File: config.mk
export PLATFORM = sky130hd
export DESIGN_NAME = snapcnt_top
export DESIGN_NICKNAME = d
export VERILOG_FILES = /design/src/rtl/snapcnt_pkg.sv /design/src/rtl/snapcnt_run.sv /design/src/rtl/snapcnt_regs.sv /design/src/rtl/snapcnt_rdmux.sv /design/src/rtl/snapcnt_top.sv
export SDC_FILE = /design/constraint.sdc
export NUM_CORES = 1
export LEC_CHECK = 0
export BUFFER_PORTS_ARGS = -buffer_cell sky130_fd_sc_hd__buf_4
export CORE_UTILIZATION = 55
export CTS_BUF_LIST = sky130_fd_sc_hd__clkbuf_2
export DETAILED_ROUTE_END_ITERATION = 7
export GPL_TIMING_DRIVEN = 0
export PLACE_DENSITY = 0.84
export SYNTH_ARGS = -nofsm -noshare
export SYNTH_HDL_FRONTEND = slang
export SYNTH_SLANG_ARGS = --single-unit
File: constraint.sdc
create_clock -name clk_i -period 2.6 [get_ports clk_i]
set_clock_uncertainty 0.15 [all_clocks]
set_input_delay 0.13 -clock clk_i [delete_from_list [all_inputs] [get_ports clk_i]]
set_output_delay 0.13 -clock clk_i [all_outputs]
set_load 0.005 [all_outputs]
File: src/rtl/snapcnt_pkg.sv
package snapcnt_pkg;
  typedef enum logic [1:0] {
    SEL_CMD  = 2'd0,
    SEL_LO   = 2'd1,
    SEL_HI   = 2'd2,
    SEL_RSVD = 2'd3
  } reg_sel_e;

  localparam int CMD_CLEAR_BIT   = 0;
  localparam int CMD_CAPTURE_BIT = 1;
endpackage

File: src/rtl/snapcnt_run.sv
module snapcnt_run #(
  parameter int CNT_W = 64
) (
  input  logic             clk_i,
  input  logic             rst_ni,
  input  logic             tick_i,
  input  logic             clear_i,
  output logic [CNT_W-1:0] count_o
);
  always_ff @(posedge clk_i or negedge rst_ni) begin
    if (!rst_ni)      count_o <= '0;
    else if (clear_i) count_o <= '0;
    else if (tick_i)  count_o <= count_o + 1'b1;
  end


  cnt_step_chk: assert property (@(posedge clk_i) disable iff (!rst_ni)
    (tick_i && !clear_i) |=> count_o == $past(count_o) + 1'b1);


  cnt_hold_chk: assert property (@(posedge clk_i) disable iff (!rst_ni)
    (!tick_i && !clear_i) |=> $stable(count_o));


  cnt_clear_chk: assert property (@(posedge clk_i) disable iff (!rst_ni)
    clear_i |=> count_o == '0);
endmodule

File: src/rtl/snapcnt_regs.sv
module snapcnt_regs
  import snapcnt_pkg::*;
#(
  parameter int WORD_W = 32,
  localparam int CNT_W = 2 * WORD_W
) (
  input  logic              clk_i,
  input  logic              rst_ni,
  input  logic              wr_en_i,
  input  logic [1:0]        addr_i,
  input  logic [WORD_W-1:0] wdata_i,
  input  logic [CNT_W-1:0]  count_i,
  output logic              clear_o,
  output logic [WORD_W-1:0] lo_o,
  output logic [WORD_W-1:0] hi_o,
  output logic [WORD_W-1:0] cmd_o
);
  logic              sel_cmd, sel_lo, sel_hi, sel_rsvd;
  logic              capture_cmd, clear_cmd;
  logic [WORD_W-1:0] cmd_keep_mask;

  assign sel_cmd  = wr_en_i && (addr_i == SEL_CMD);
  assign sel_lo   = wr_en_i && (addr_i == SEL_LO);
  assign sel_hi   = wr_en_i && (addr_i == SEL_HI);
  assign sel_rsvd = wr_en_i && (addr_i == SEL_RSVD);

  assign capture_cmd = sel_cmd && wdata_i[CMD_CAPTURE_BIT];
  assign clear_cmd   = sel_cmd && wdata_i[CMD_CLEAR_BIT];
  assign clear_o     = clear_cmd;

  always_comb begin
    cmd_keep_mask = '1;
    cmd_keep_mask[CMD_CAPTURE_BIT] = 1'b0;
    cmd_keep_mask[CMD_CLEAR_BIT]   = 1'b0;
  end

  // clear has the last word over capture in the same write
  always_ff @(posedge clk_i or negedge rst_ni) begin
    if (!rst_ni) begin
      lo_o <= '0;
      hi_o <= '0;
    end else if (clear_cmd) begin
      lo_o <= '0;
      hi_o <= '0;
    end else if (capture_cmd) begin
      {hi_o, lo_o} <= count_i;
    end else begin
      if (sel_lo) lo_o <= wdata_i;
      if (sel_hi) hi_o <= wdata_i;
    end
  end

  always_ff @(posedge clk_i or negedge rst_ni) begin
    if (!rst_ni)      cmd_o <= '0;
    else if (sel_cmd) cmd_o <= wdata_i & cmd_keep_mask;
  end


  snap_capture_chk: assert property (@(posedge clk_i) disable iff (!rst_ni)
    (capture_cmd && !clear_cmd) |=> {hi_o, lo_o} == $past(count_i));


  snap_clear_chk: assert property (@(posedge clk_i) disable iff (!rst_ni)
    clear_cmd |=> (lo_o == '0) && (hi_o == '0));


  lo_direct_chk: assert property (@(posedge clk_i) disable iff (!rst_ni)
    sel_lo |=> lo_o == $past(wdata_i));


  rsvd_quiet_chk: assert property (@(posedge clk_i) disable iff (!rst_ni)
    sel_rsvd |=> $stable(lo_o) && $stable(hi_o) && $stable(cmd_o));
endmodule

File: src/rtl/snapcnt_rdmux.sv
module snapcnt_rdmux
  import snapcnt_pkg::*;
#(
  parameter int WORD_W = 32
) (
  input  logic [1:0]        addr_i,
  input  logic [WORD_W-1:0] lo_i,
  input  logic [WORD_W-1:0] hi_i,
  input  logic [WORD_W-1:0] cmd_i,
  output logic [WORD_W-1:0] rdata_o
);
  always_comb begin
    unique case (addr_i)
      SEL_CMD: rdata_o = cmd_i;
      SEL_LO:  rdata_o = lo_i;
      SEL_HI:  rdata_o = hi_i;
      default: rdata_o = '0;
    endcase
  end
endmodule

File: src/rtl/snapcnt_top.sv
module snapcnt_top #(
  parameter int WORD_W = 32,
  localparam int CNT_W = 2 * WORD_W
) (
  input  logic              clk_i,
  input  logic              rst_ni,
  input  logic              tick_i,
  input  logic              wr_en_i,
  input  logic [1:0]        addr_i,
  input  logic [WORD_W-1:0] wdata_i,
  output logic [WORD_W-1:0] rdata_o
);
  logic [CNT_W-1:0]  count;
  logic              clear;
  logic [WORD_W-1:0] lo, hi, cmd;

  snapcnt_run #(.CNT_W(CNT_W)) u_run (
    .clk_i   (clk_i),
    .rst_ni  (rst_ni),
    .tick_i  (tick_i),
    .clear_i (clear),
    .count_o (count)
  );

  snapcnt_regs #(.WORD_W(WORD_W)) u_regs (
    .clk_i   (clk_i),
    .rst_ni  (rst_ni),
    .wr_en_i (wr_en_i),
    .addr_i  (addr_i),
    .wdata_i (wdata_i),
    .count_i (count),
    .clear_o (clear),
    .lo_o    (lo),
    .hi_o    (hi),
    .cmd_o   (cmd)
  );

  snapcnt_rdmux #(.WORD_W(WORD_W)) u_rdmux (
    .addr_i  (addr_i),
    .lo_i    (lo),
    .hi_i    (hi),
    .cmd_i   (cmd),
    .rdata_o (rdata_o)
  );
endmodule

== After elaboration in Yosys (flattened, before gate mapping) ==
Cells that the tools add are included.
W data, S select, Z words.
Storage, ports and cells
  register bits after elaboration: 158
  logic and storage cells: 25
  output and inout bits: 32
  input port bits: 38
Cells by class
  equality and inequality tests: 2
  mux-type cells: 9
  $add $sub $neg: 1
  reduce and logical (&&, ||, !) cells: 9
Operators by type and width (number)
  $mux W32: 6
  $mux W64: 2
  $pmux W32 S3: 1
  $add A64 B1 Y64 const B: 1
  $reduce_bool A3 Y1: 2
  $logic_and A1 B1 Y1: 5
  $eq A2 B1 Y1 const B: 1
  $eq A2 B2 Y1 const B: 1
  $logic_not A2 Y1: 1
  $reduce_bool A2 Y1: 1

== Depth between registers and ports, before layout ==
Gate-level depths: netlist of the first run.
  word-level depth: 5
  mapped depth: 8
  gate-level depth less buffers: 6

== Modules after synthesis ==
Synthesis of the first run repeated with hierarchy kept, for this count alone.
Unflattened totals
  cell total of the unflattened synthesis: 748
  area, all modules: 8573.2 um^2
By module, submodules not included
  snapcnt_regs: sequential area each 2352.3 um^2, cells an instance 292, times used 1, area an instance 4325.4 um^2
  snapcnt_run: sequential area each 1601.5 um^2, cells an instance 379, times used 1, area an instance 3460.8 um^2
  snapcnt_rdmux: sequential area each 0.0 um^2, cells an instance 77, times used 1, area an instance 787.0 um^2

== Worst setup path before layout of the first run ==
OpenSTA, ideal clock, no wires.
  path kind: flip-flop to flip-flop
  start: register u_run.count_o[0]
  end: register u_run.count_o[60]
  data required time: 2.309 ns
  slack: 0.392 ns
  clock period less this slack: 2.208 ns
  library setup time: 0.141 ns
  buffers on the path: 1
  cell stages (with the launch flop): 8
  data arrival time: 1.917 ns
  cell sequence: dfrtp_1 > ha_1 > nand4_1 > nor4_2 > nand4_1 > buf_2 > o31a_1 > a2bb2oi_1
Between the ends
  longest elaborated chain between the ends: 3
Ends and longest elaborated chain
  start: declaration: line snapcnt_run.sv:8  | output logic [CNT_W-1:0] count_o
  start signal: assignment: line snapcnt_run.sv:13  | else if (tick_i) count_o <= count_o + 1'b1;
  $add A64 B1 Y64: line snapcnt_run.sv:13
  $mux W64: line snapcnt_run.sv:13
  $mux W64: line snapcnt_run.sv:12  | else if (clear_i) count_o <= '0;
Every way passes these cells. The select of a mux whose other input is x is not followed.
A chain may end at the register's enable or synchronous reset.

== Final worst setup path of the first run ==
  start: input addr_i[0]
  end: output rdata_o[30]
Between the ends
  longest elaborated chain between the ends: 2
  elaborated cells on any way between the ends: 4
  those cells by class: eq/ne: 2; mux: 1; reduce/logical: 1
Ends and longest elaborated chain
  start: declaration: line snapcnt_top.sv:9  | input logic [1:0] addr_i,
  $eq A2 B2 Y1 (tied with other cells): line snapcnt_rdmux.sv:13  | unique case (addr_i)
  $pmux W32 S3 *: line snapcnt_rdmux.sv:13
  end: declaration: line snapcnt_top.sv:11  | output logic [WORD_W-1:0] rdata_o
Every way passes the cells marked *; elsewhere a longest branch is shown, timed or not.

==> results.json, run 1 <==
{
  "status": "finished, violations left",
  "violations": "hold timing, setup timing",
  "io_pins": 70,
  "area_growth_pct": 20.5,
  "post-route-period-util_pct": 101,
  "postSynthCellCount": 848,
  "dr.pass1.iters": 7,
  "grt_max_degree": 90,
  "p_leak_nw": 4.26,
  "die_area_mm2": 0.0149,
  "power.density_mw_per_mm2": 536,
  "cts_made_buffers": 17,
  "syn_nets": 887,
  "cts_tree": "yes",
  "synth-seq-cells": 158,
  "slew_viol_final": 0,
  "peakVddDrop_mv": 0.240,
  "muxShareOfSynthArea_pct": 8.17,
  "synth_area_leaders": "dfrtp_1, o21ai_0, a21oi_1, nand2_1, mux2_2",
  "row_count": 43,
  "portBuffers": 65,
  "chipWidth_um": 122,
  "worstSkewPairLatency_ns": 0.77,
  "crit_path_end_kind": "output port",
  "drv_cap": 0,
  "synth-xor-area-share_pct": 3.31,
  "grt_pass1_wl_mm": 37.4,
  "start_util_pct": 56.7,
  "synth_compound_area_share_pct": 14.9,
  "holdWs_ns": -0.000107,
  "cpPeakStageDelay_ns": 0.55,
  "cp.depth": 8,
  "finalCoreUtilization_pct": 68.3,
  "rr_startpoint": "u_run.count_o[5]",
  "cts_buffer_depth": 2,
  "intPower_w": 0.00361,
  "tightest_slew_ns": 1.20,
  "dr.first_iter.drc_count": 814,
  "cp-start-kind": "input pin",
  "hp-start": "wdata_i[13]",
  "crit_path_max_fanout": 10,
  "placed_area_mm2": 0.00868,
  "cts.sinks": 158,
  "r2r_slack_ns": 0.08,
  "pwr-share-comb_pct": 18.2,
  "crit_family": "buffers and inverters",
  "drive_gt1_share_pct": 16.2,
  "fmax_ghz": 0.381,
  "core_mm2": 0.0140,
  "synth_area_mm2": 0.00794,
  "clkPwrFrac_pct": 24.4,
  "total_power_w": 0.00512,
  "drt-total-wl_mm": 24.2,
  "switchingPower_w": 0.00151,
  "grt-ovfl-total": 0,
  "r2r_cells": 6,
  "synth_largest_area_cell": "dfrtp_1",
  "synthAdderAreaFrac_pct": 0.158,
  "setup_violations": 2,
  "cts_max_level": 4,
  "wl_per_cell_um": 20.4,
  "min_path_type": "in2reg",
  "vias": 7568,
  "avgSynthCellArea_um2": 9.36,
  "grt_pass1_vias": 7159,
  "grt_antenna_before_repair": 0,
  "whs_endpoint": "u_regs.cmd_o[13]",
  "rsz0062_at_grt": "true",
  "path_class": "in2out",
  "worstPathRequired_ns": 2.32,
  "dp_hpwl_mm": 16.0,
  "synth_top_area_share_pct": 49.8,
  "ant_nets": 0,
  "yosys_warnings": 0,
  "whs_path_depth": 3,
  "synth.distinct_cells": 39,
  "cts-root-buf": "clkbuf_2",
  "relSlewSlack_pct": 18.4,
  "hold_viol": 1,
  "final.setup.worst_slack_ns": -0.0246,
  "clkTransAtPathRegs_ns": 0.20,
  "seqPwrFrac_pct": 57.4,
  "yosys.area_share.simple_pct": 20.6,
  "die_h_um": 122,
  "cp.arrival_ns": 2.34,
  "gp_congestion": 0.909,
  "switching_share_pct": 29.6,
  "drcViolationCount": 0,
  "synth_top_family_by_area": "simple AND/OR/NAND/NOR gates",
  "crit_buf_inv": 5,
  "dp_slack_ns": -0.328,
  "viasPerCell": 6.37,
  "grt_usage_pct": 33.7,
  "cpMaxStageDelayCell": "dlygate4sd3_1",
  "worstPathCellList": "dlygate4sd3_1, clkbuf_1, inv_1, nor2_1, buf_2, nand2_1, o21ai_0, buf_4",
  "final_nets": 1034,
  "layout_min_cycle_time_ns": 2.62,
  "fin_area_mm2": 0.00956,
  "r2r_end": "u_run.count_o[51]",
  "ys_seq_area_share_pct": 49.8
}
per-stage QoR:
step | cells | TNS, ns
floorplan | 848 | 0
global placement | 1093 | -2.00
detailed placement | 1094 | -3.17
CTS | 1184 | 0
global route | 1187 | -0.369
finish | 1188 | -0.0264
how the worst max path moves through the flow:
stage          slack [ns]              from           endpoint
6_report            -0.02         addr_i[0]        rdata_o[30]
5_1_grt             -0.09         addr_i[0]        rdata_o[30]
4_1_cts              0.02         addr_i[0]        rdata_o[27]
3_5_place_dp        -0.33  u_run.count_o[0]  u_run.count_o[38]
3_3_place_gp        -0.18  u_run.count_o[0]  u_run.count_o[52]
2_1_floorplan        0.39  u_run.count_o[0]  u_run.count_o[60]
flip-flops by register name, indices dropped and copies added, names as in the netlist:
register / cells
u_regs.lo_o: 32
u_regs.cmd_o: 30
u_run.count_o: 64
u_regs.hi_o: 32
tightest hold or removal path: cells and delay by family:
family / cells / cell delay [ns]
buffers and inverters: 2 / 0.63
multiplexers: 1 / 0.14
layer usage:
layer  global-route usage, %  wire, um  part of all wire, %
met3                    9.13      2650                   11
met2                    53.2     11500                   48
met5                       0         0                    0
met1                    42.4      9050                   37
met4                    17.5      1010                  4.2
cells in the final DEF (no fill, tap or decap), drive strengths merged:
master	netlist	layout
a21oi	94	94
a22o	4	4
a22oi	2	2
a2bb2oi	1	1
and2	5	5
and3	12	12
and4	8	8
buf	12	84
bufinv	0	2
clkbuf	39	56
clkinv	0	10
dfrtp	158	158
diode	0	1
dlygate4sd3	0	58
ha	1	1
inv	10	10
mux2	30	30
mux2i	31	31
nand2	117	117
nand2b	2	2
nand3	19	19
nand4	27	27
nor2	37	37
nor2b	31	31
nor3	6	6
nor3b	1	1
nor4	9	9
o21ai	118	118
o311ai	2	2
o31a	1	1
o31ai	5	5
or2	3	3
or3	27	27
or4	6	6
xnor2	10	10
xor2	20	20
what timing repair did:
action                                  in CTS  in global routing
endpoints found under the setup margin      14                 58
setup buffers                                2                  3
endpoints found under the hold margin      263                  0
pin swaps                                    1                  3
gates resized for setup                      1                 20
cloned                                       0                  0
hold buffers                                58                  0
power by group through the flow:
stage                     Combinational (W)  Sequential [W]  Clock, W
final                              0.000932         0.00294   0.00125
after global routing                0.00101         0.00296   0.00135
after CTS                          0.000900         0.00293   0.00124
after detailed placement           0.000816         0.00297         0
after global placement             0.000778         0.00296         0
after floorplan                    0.000480         0.00291         0
synthesized netlist by cell type:
library cell  number
nand4_2            2
nand4_4            1
inv_1             10
nand2_1          117
or3_1             27
and3_1            12
o31ai_1            5
or2_2              3
a22oi_1            2
xnor2_1           10
a21oi_1           94
nor2_1            37
nor4_2             2
clkbuf_1          39
ha_1               1
nor2b_1           31
o21ai_0          118
buf_1              1
nand3_1           19
nor3_1             5
xor2_1            20
mux2i_1           31
nor4_4             2
and4_1             8
buf_2             11
nand4_1           24
or4_1              6
nor3_2             1
nand2b_1           2
and2_1             4
o31a_1             1
o311ai_1           2
and2_0             1
mux2_2            30
a2bb2oi_1          1
a22o_1             4
dfrtp_1          158
nor3b_2            1
nor4_1             5
area by class of cell:
| type | count | area (um^2) |
|---|---|---|
| Fill cell | 1041 | 4430 |
| Sequential cell | 158 | 3960 |
| Multi-Input combinational cell | 629 | 3790 |
| Timing Repair Buffer | 129 | 1140 |
| Tap cell | 180 | 225 |
| Buffer | 50 | 205 |
| Clock inverter | 12 | 103 |
| Clock buffer | 19 | 95.1 |
| Inverter | 10 | 37.5 |
| Antenna cell | 1 | 2.50 |
cell families after synthesis:
| kind of cell | after synthesis |
|---|---|
| DFF | 158 |
| AOI/OAI and AO/OA | 227 |
| and+or+nand+nor | 310 |
| muxes | 61 |
| xor gates and xnor gates | 30 |
| adders and majority gates | 1 |
| buffers and inverters | 61 |
No activity file was read; power rests on OpenSTA's default activity.
==> run 2: changes to the inputs <==
==> constraint.sdc (replaced) <==
create_clock -name clk_i -period 2.6 [get_ports clk_i]
set_clock_uncertainty 0.15 [all_clocks]
set_input_delay 0.39 -clock clk_i [delete_from_list [all_inputs] [get_ports clk_i]]
set_output_delay 0.39 -clock clk_i [all_outputs]
set_load 0.005 [all_outputs]
==> run 2 against run 1 <==
The flow now finishes without violations; routed wire length down 4.5%; largest cell class unchanged; global-route usage down 1.7 points; utilization down 1.6 points; largest power group unchanged.
==> results.json, run 2 (same netlist as run 1, synthesis figures left out) <==
{
  "status": "finished clean",
  "rsz0062_at_grt": "true",
  "viasPerCell": 6.23,
  "drcViolationCount": 0,
  "final_cell_mix": "dfrtp_1, o21ai_0, nand2_1",
  "grt_usage_pct": 32.0,
  "layout_min_cycle_time_ns": 2.59,
  "cp.arrival_ns": 2.05,
  "grt_pass1_wl_mm": 35.5,
  "cpPeakStageDelay_ns": 0.77,
  "wl_per_cell_um": 19.9,
  "seq_area_mm2": 0.00396,
  "io_pins": 70,
  "crit_family": "buffers and inverters",
  "cts_max_level": 4,
  "worstSkewPairLatency_ns": 0.76,
  "slew_viol_final": 0,
  "die_area_mm2": 0.0149,
  "grt_pass1_vias": 6808,
  "min_path_type": "in2async",
  "cp-start-kind": "input pin",
  "dp_hpwl_mm": 16.0,
  "holdWs_ns": 0.0347,
  "fmax_ghz": 0.385,
  "vias": 7256,
  "crit_buf_inv": 3,
  "crit_path_max_fanout": 10,
  "gp_congestion": 0.909,
  "die_h_um": 122,
  "crit_path_end_kind": "output port",
  "grt_antenna_before_repair": 0,
  "multi_input_area_mm2": 0.00379,
  "cts-root-buf": "clkbuf_2",
  "grt-ovfl-total": 0,
  "cts_tree": "yes",
  "dr.first_iter.drc_count": 742,
  "top_regs": "u_run.count_o x64, u_regs.hi_o x32, u_regs.lo_o x32",
  "worstPathRequired_ns": 2.06,
  "relSlewSlack_pct": 35.1,
  "start_util_pct": 56.7,
  "dr.pass1.iters": 5,
  "cpMaxStageDelayCell": "buf_1",
  "row_count": 43,
  "drv_cap": 0,
  "cts_buffer_depth": 2,
  "r2r_slack_ns": 0.09,
  "largest_register_ffs": 64,
  "cts_made_buffers": 17,
  "drt-total-wl_mm": 23.2,
  "core_mm2": 0.0140,
  "portBuffers": 65,
  "final_common_cell": "dfrtp_1",
  "grt_max_degree": 90,
  "final.setup.worst_slack_ns": 0.00503,
  "ant_nets": 0,
  "area_growth_pct": 17.6,
  "setup_violations": 0,
  "drive_gt1_share_pct": 16.7,
  "p_leak_nw": 4.16,
  "chipWidth_um": 122,
  "dp_slack_ns": -0.335,
  "final_nets": 1011,
  "final.fill_count": 1084,
  "clkTransAtPathRegs_ns": 0.20,
  "cts.sinks": 158,
  "power.density_mw_per_mm2": 542,
  "tightest_slew_ns": 0.973,
  "post-route-period-util_pct": 99.8,
  "largest_register": "u_run.count_o",
  "peakVddDrop_mv": 0.275,
  "worstPathCellList": "clkbuf_1, buf_1, mux2i_1, o21ai_0, buf_4",
  "hold_viol": 0,
  "path_class": "in2out"
}
-- run 2: metal layers --
layer  global-route usage, %  wire length (um)  up-vias
li1                        -                 -     3252
met1                    39.8              8750     3527
met2                    51.0             10900      388
met3                    10.4              2610       89
met4                    13.5               914        0
met5                       0                 0        -
-- run 2: cell type report --
| type | instances | share of cell area, % |
|---|---|---|
| Tap cell | 180 | 2.41 |
| Multi-Input combinational cell | 629 | 40.7 |
| Inverter | 10 | 0.402 |
| Timing Repair Buffer | 106 | 9.72 |
| Clock buffer | 19 | 1.02 |
| Sequential cell | 158 | 42.4 |
| Clock inverter | 12 | 1.10 |
| Antenna cell | 1 | 0.0268 |
| Buffer | 50 | 2.23 |
-- run 2: path summary, 6_finish.rpt --
kind	cells after the start	from	end
setup / recovery	5	addr_i[1]	rdata_o[8]
hold / removal	2	rst_ni	u_run.count_o[7]
setup reg to reg	6	u_run.count_o[5]	u_run.count_o[43]
hold reg to reg	2	u_regs.hi_o[27]	u_regs.hi_o[27]
max in group asynchronous	3	rst_ni	u_run.count_o[27]
min in group clk_i	3	wdata_i[0]	u_regs.lo_o[0]
-- run 2: report_power, final --
group | leakage (nW) | total, W | internal (W) | switching (W)
logic | 1.99 | 0.000876 | 0.000423 | 0.000452
clock network | 0.132 | 0.00125 | 0.000418 | 0.000827
registers | 2.04 | 0.00294 | 0.00273 | 0.000205
total | 4.16 | 0.00506 | 0.00357 | 0.00149
-- run 2: metrics by stage --
stage / TNS [ns] / cells / utilization, % / total power, W / area (um^2)
2_1_floorplan: 0 / 848 / - / 0.00339 / 7940
3_3_place_gp: -15.40 / 1093 / 61.8 / 0.00374 / 8650
3_5_place_dp: -14.94 / 1094 / 62.0 / 0.00379 / 8680
4_1_cts: 0 / 1161 / 66.1 / 0.00503 / 9250
5_1_grt: -0.184 / 1164 / 66.7 / 0.00528 / 9330
6_report: 0 / 1165 / 66.7 / 0.00506 / 9330
-- run 2: what timing repair did --
item,4_1_cts,5_1_grt
hold endpoints to repair,169,0
gates resized for setup,2,21
buffers inserted,2,3
endpoints found under the setup margin,16,68
pin swaps,1,2
hold buffers,35,0
==> run 3: changes to the inputs <==
CORE_MARGIN = 8   (was default)
MAX_ROUTING_LAYER = met4   (was default)
clock period = 2.8 ns   (was 2.6 ns; I/O delays follow)
==> run 3 against run 2 <==
Sequential share of layout area increased by 0.11 points; clock-buffer cell count up 4; cell count stayed put; final area down 0.42%; worst setup slack better by 0.075 ns; critical path depth increased by 2; register-to-register slack improved by 0.07 ns; routed wire length grew 2.3%; power is 4.9% lower; flip-flop and latch count unchanged; die area rose by 24%; critical path type unchanged; highest routed layer unchanged.
==> results.json, run 3 (same netlist as run 1, synthesis figures left out) <==
{
  "cpMaxStageDelayCell": "clkbuf_1",
  "vias": 7295,
  "total_power_w": 0.00481,
  "status": "finished clean",
  "post-route-period-util_pct": 97.2,
  "die_area_mm2": 0.0185,
  "die_h_um": 136,
  "r2r_cells": 6,
  "path_class": "in2out",
  "cts.sinks": 158,
  "dr.first_iter.drc_count": 843,
  "cts_max_level": 4,
  "layout_min_cycle_time_ns": 2.72,
  "largest_register": "u_run.count_o",
  "gp_congestion": 0.923,
  "ant_nets": 0,
  "grt-ovfl-total": 0,
  "dpl.cell_count": 1098,
  "top_regs": "u_run.count_o x64, u_regs.hi_o x32, u_regs.lo_o x32",
  "dr.pass1.iters": 6,
  "drive_gt1_share_pct": 15.6,
  "r2r_end": "u_run.count_o[59]",
  "hold_viol": 0,
  "io_pins": 70,
  "cts_made_buffers": 17,
  "cpPeakStageDelay_ns": 0.54,
  "path_common_cell": "clkbuf_1",
  "fin_area_mm2": 0.00929,
  "row_count": 44,
  "tightest_slew_ns": 1.05,
  "endpoint": "rdata_o[27]",
  "fmax_ghz": 0.368,
  "drcViolationCount": 0,
  "drv_cap": 0,
  "final_cell_mix": "dfrtp_1, o21ai_0, nand2_1",
  "cp.arrival_ns": 2.15,
  "crit_path_max_fanout": 10,
  "area_growth_pct": 17.1,
  "final_cells": 1165,
  "post_cts_buffers": 0,
  "cts-root-buf": "clkbuf_2",
  "setup_violations": 0,
  "crit_path_end_kind": "output port",
  "chipWidth_um": 136,
  "startpoint": "addr_i[0]",
  "drt-total-wl_mm": 23.7,
  "clkTransAtPathRegs_ns": 0.21,
  "cts_buffer_depth": 2,
  "peakVddDrop_mv": 0.290,
  "cts_tree": "yes",
  "portBuffers": 65,
  "final_common_cell": "dfrtp_1",
  "final_nets": 1006,
  "placed_area_mm2": 0.00868,
  "p_leak_nw": 4.14,
  "wl_per_cell_um": 20.3,
  "r2r_slack_ns": 0.16,
  "largest_register_ffs": 64,
  "grt_max_degree": 88,
  "power.density_mw_per_mm2": 518,
  "min_path_type": "in2async",
  "worstSkewPairLatency_ns": 0.77,
  "worstPathRequired_ns": 2.23,
  "grt_pass1_wl_mm": 37.5,
  "core_mm2": 0.0143,
  "grt_pass1_vias": 7186,
  "grt_antenna_before_repair": 1,
  "rr_startpoint": "u_run.count_o[16]",
  "cp-start-kind": "input pin",
  "start_util_pct": 55.4,
  "relSlewSlack_pct": 30.3,
  "dp_hpwl_mm": 16.2,
  "viasPerCell": 6.26,
  "final.setup.tns_ns": 0,
  "worstPathCellList": "clkbuf_1, inv_1, nor2_1, clkbuf_1, nand2_1, o21ai_0, buf_4",
  "grt_usage_pct": 27.1,
  "slew_viol_final": 0
}
[run 3: repair_timing]
item                       in CTS  in global routing
setup endpoints to repair       0                 29
gates resized for setup         0                  8
hold endpoints to repair      185                  0
hold buffers                   35                  0
[run 3: power by group]
part	internal (W)	leakage [nW]	switching, W
combinational	0.000392	1.94	0.000423
clock	0.000509	0.157	0.000764
sequential	0.00254	2.05	0.000188
total	0.00344	4.14	0.00138
[run 3: routing by layer]
metal / vias to the layer above / GRT usage, % / wire (um)
met3: 84 / 6.54 / 2570
met2: 430 / 41.7 / 11200
met4: 0 / 13.5 / 967
met5: - / - / 0
li1: 3257 / - / -
met1: 3524 / 32.7 / 8990
[run 3: how the worst min path moves through the flow]
stage / cells past startpoint / slack [ns] / endpoint / startpoint
2_1_floorplan: 0 / -0.03 / u_regs.cmd_o[10] / rst_ni
3_3_place_gp: 2 / 0.31 / u_regs.lo_o[2] / u_regs.lo_o[2]
3_5_place_dp: 2 / 0.32 / u_regs.hi_o[7] / u_regs.hi_o[7]
4_1_cts: 2 / 0.11 / u_regs.lo_o[0] / rst_ni
5_1_grt: 2 / 0.16 / u_regs.lo_o[0] / rst_ni
6_report: 2 / 0.10 / u_regs.hi_o[0] / rst_ni
[run 3: stage by stage]
step	setup WS, ns	hold slack (ns)	util (%)
3_3_place_gp	-0.246	0.311	60.5
4_1_cts	0.0290	0.105	64.7
6_report	0.0797	0.102	64.9
5_1_grt	-0.0249	0.163	64.9
3_5_place_dp	-0.255	0.320	60.7
2_1_floorplan	0.588	-0.0256	-
[run 3: critical path: cells and delay by family]
family / cells / cell delay (ns)
simple gates: 2 / 0.41
buf+inv: 4 / 1.13
compound gates: 1 / 0.18
[run 3: area by class of cell]
cell class | instances | area, um^2
Fill cell | 1143 | 5020
Sequential cell | 158 | 3950
Multi-Input combinational cell | 629 | 3760
Timing Repair Buffer | 101 | 870
Tap cell | 184 | 230
Buffer | 50 | 204
Clock inverter | 9 | 118
Clock buffer | 23 | 115
Inverter | 10 | 37.5
Antenna cell | 1 | 2.50
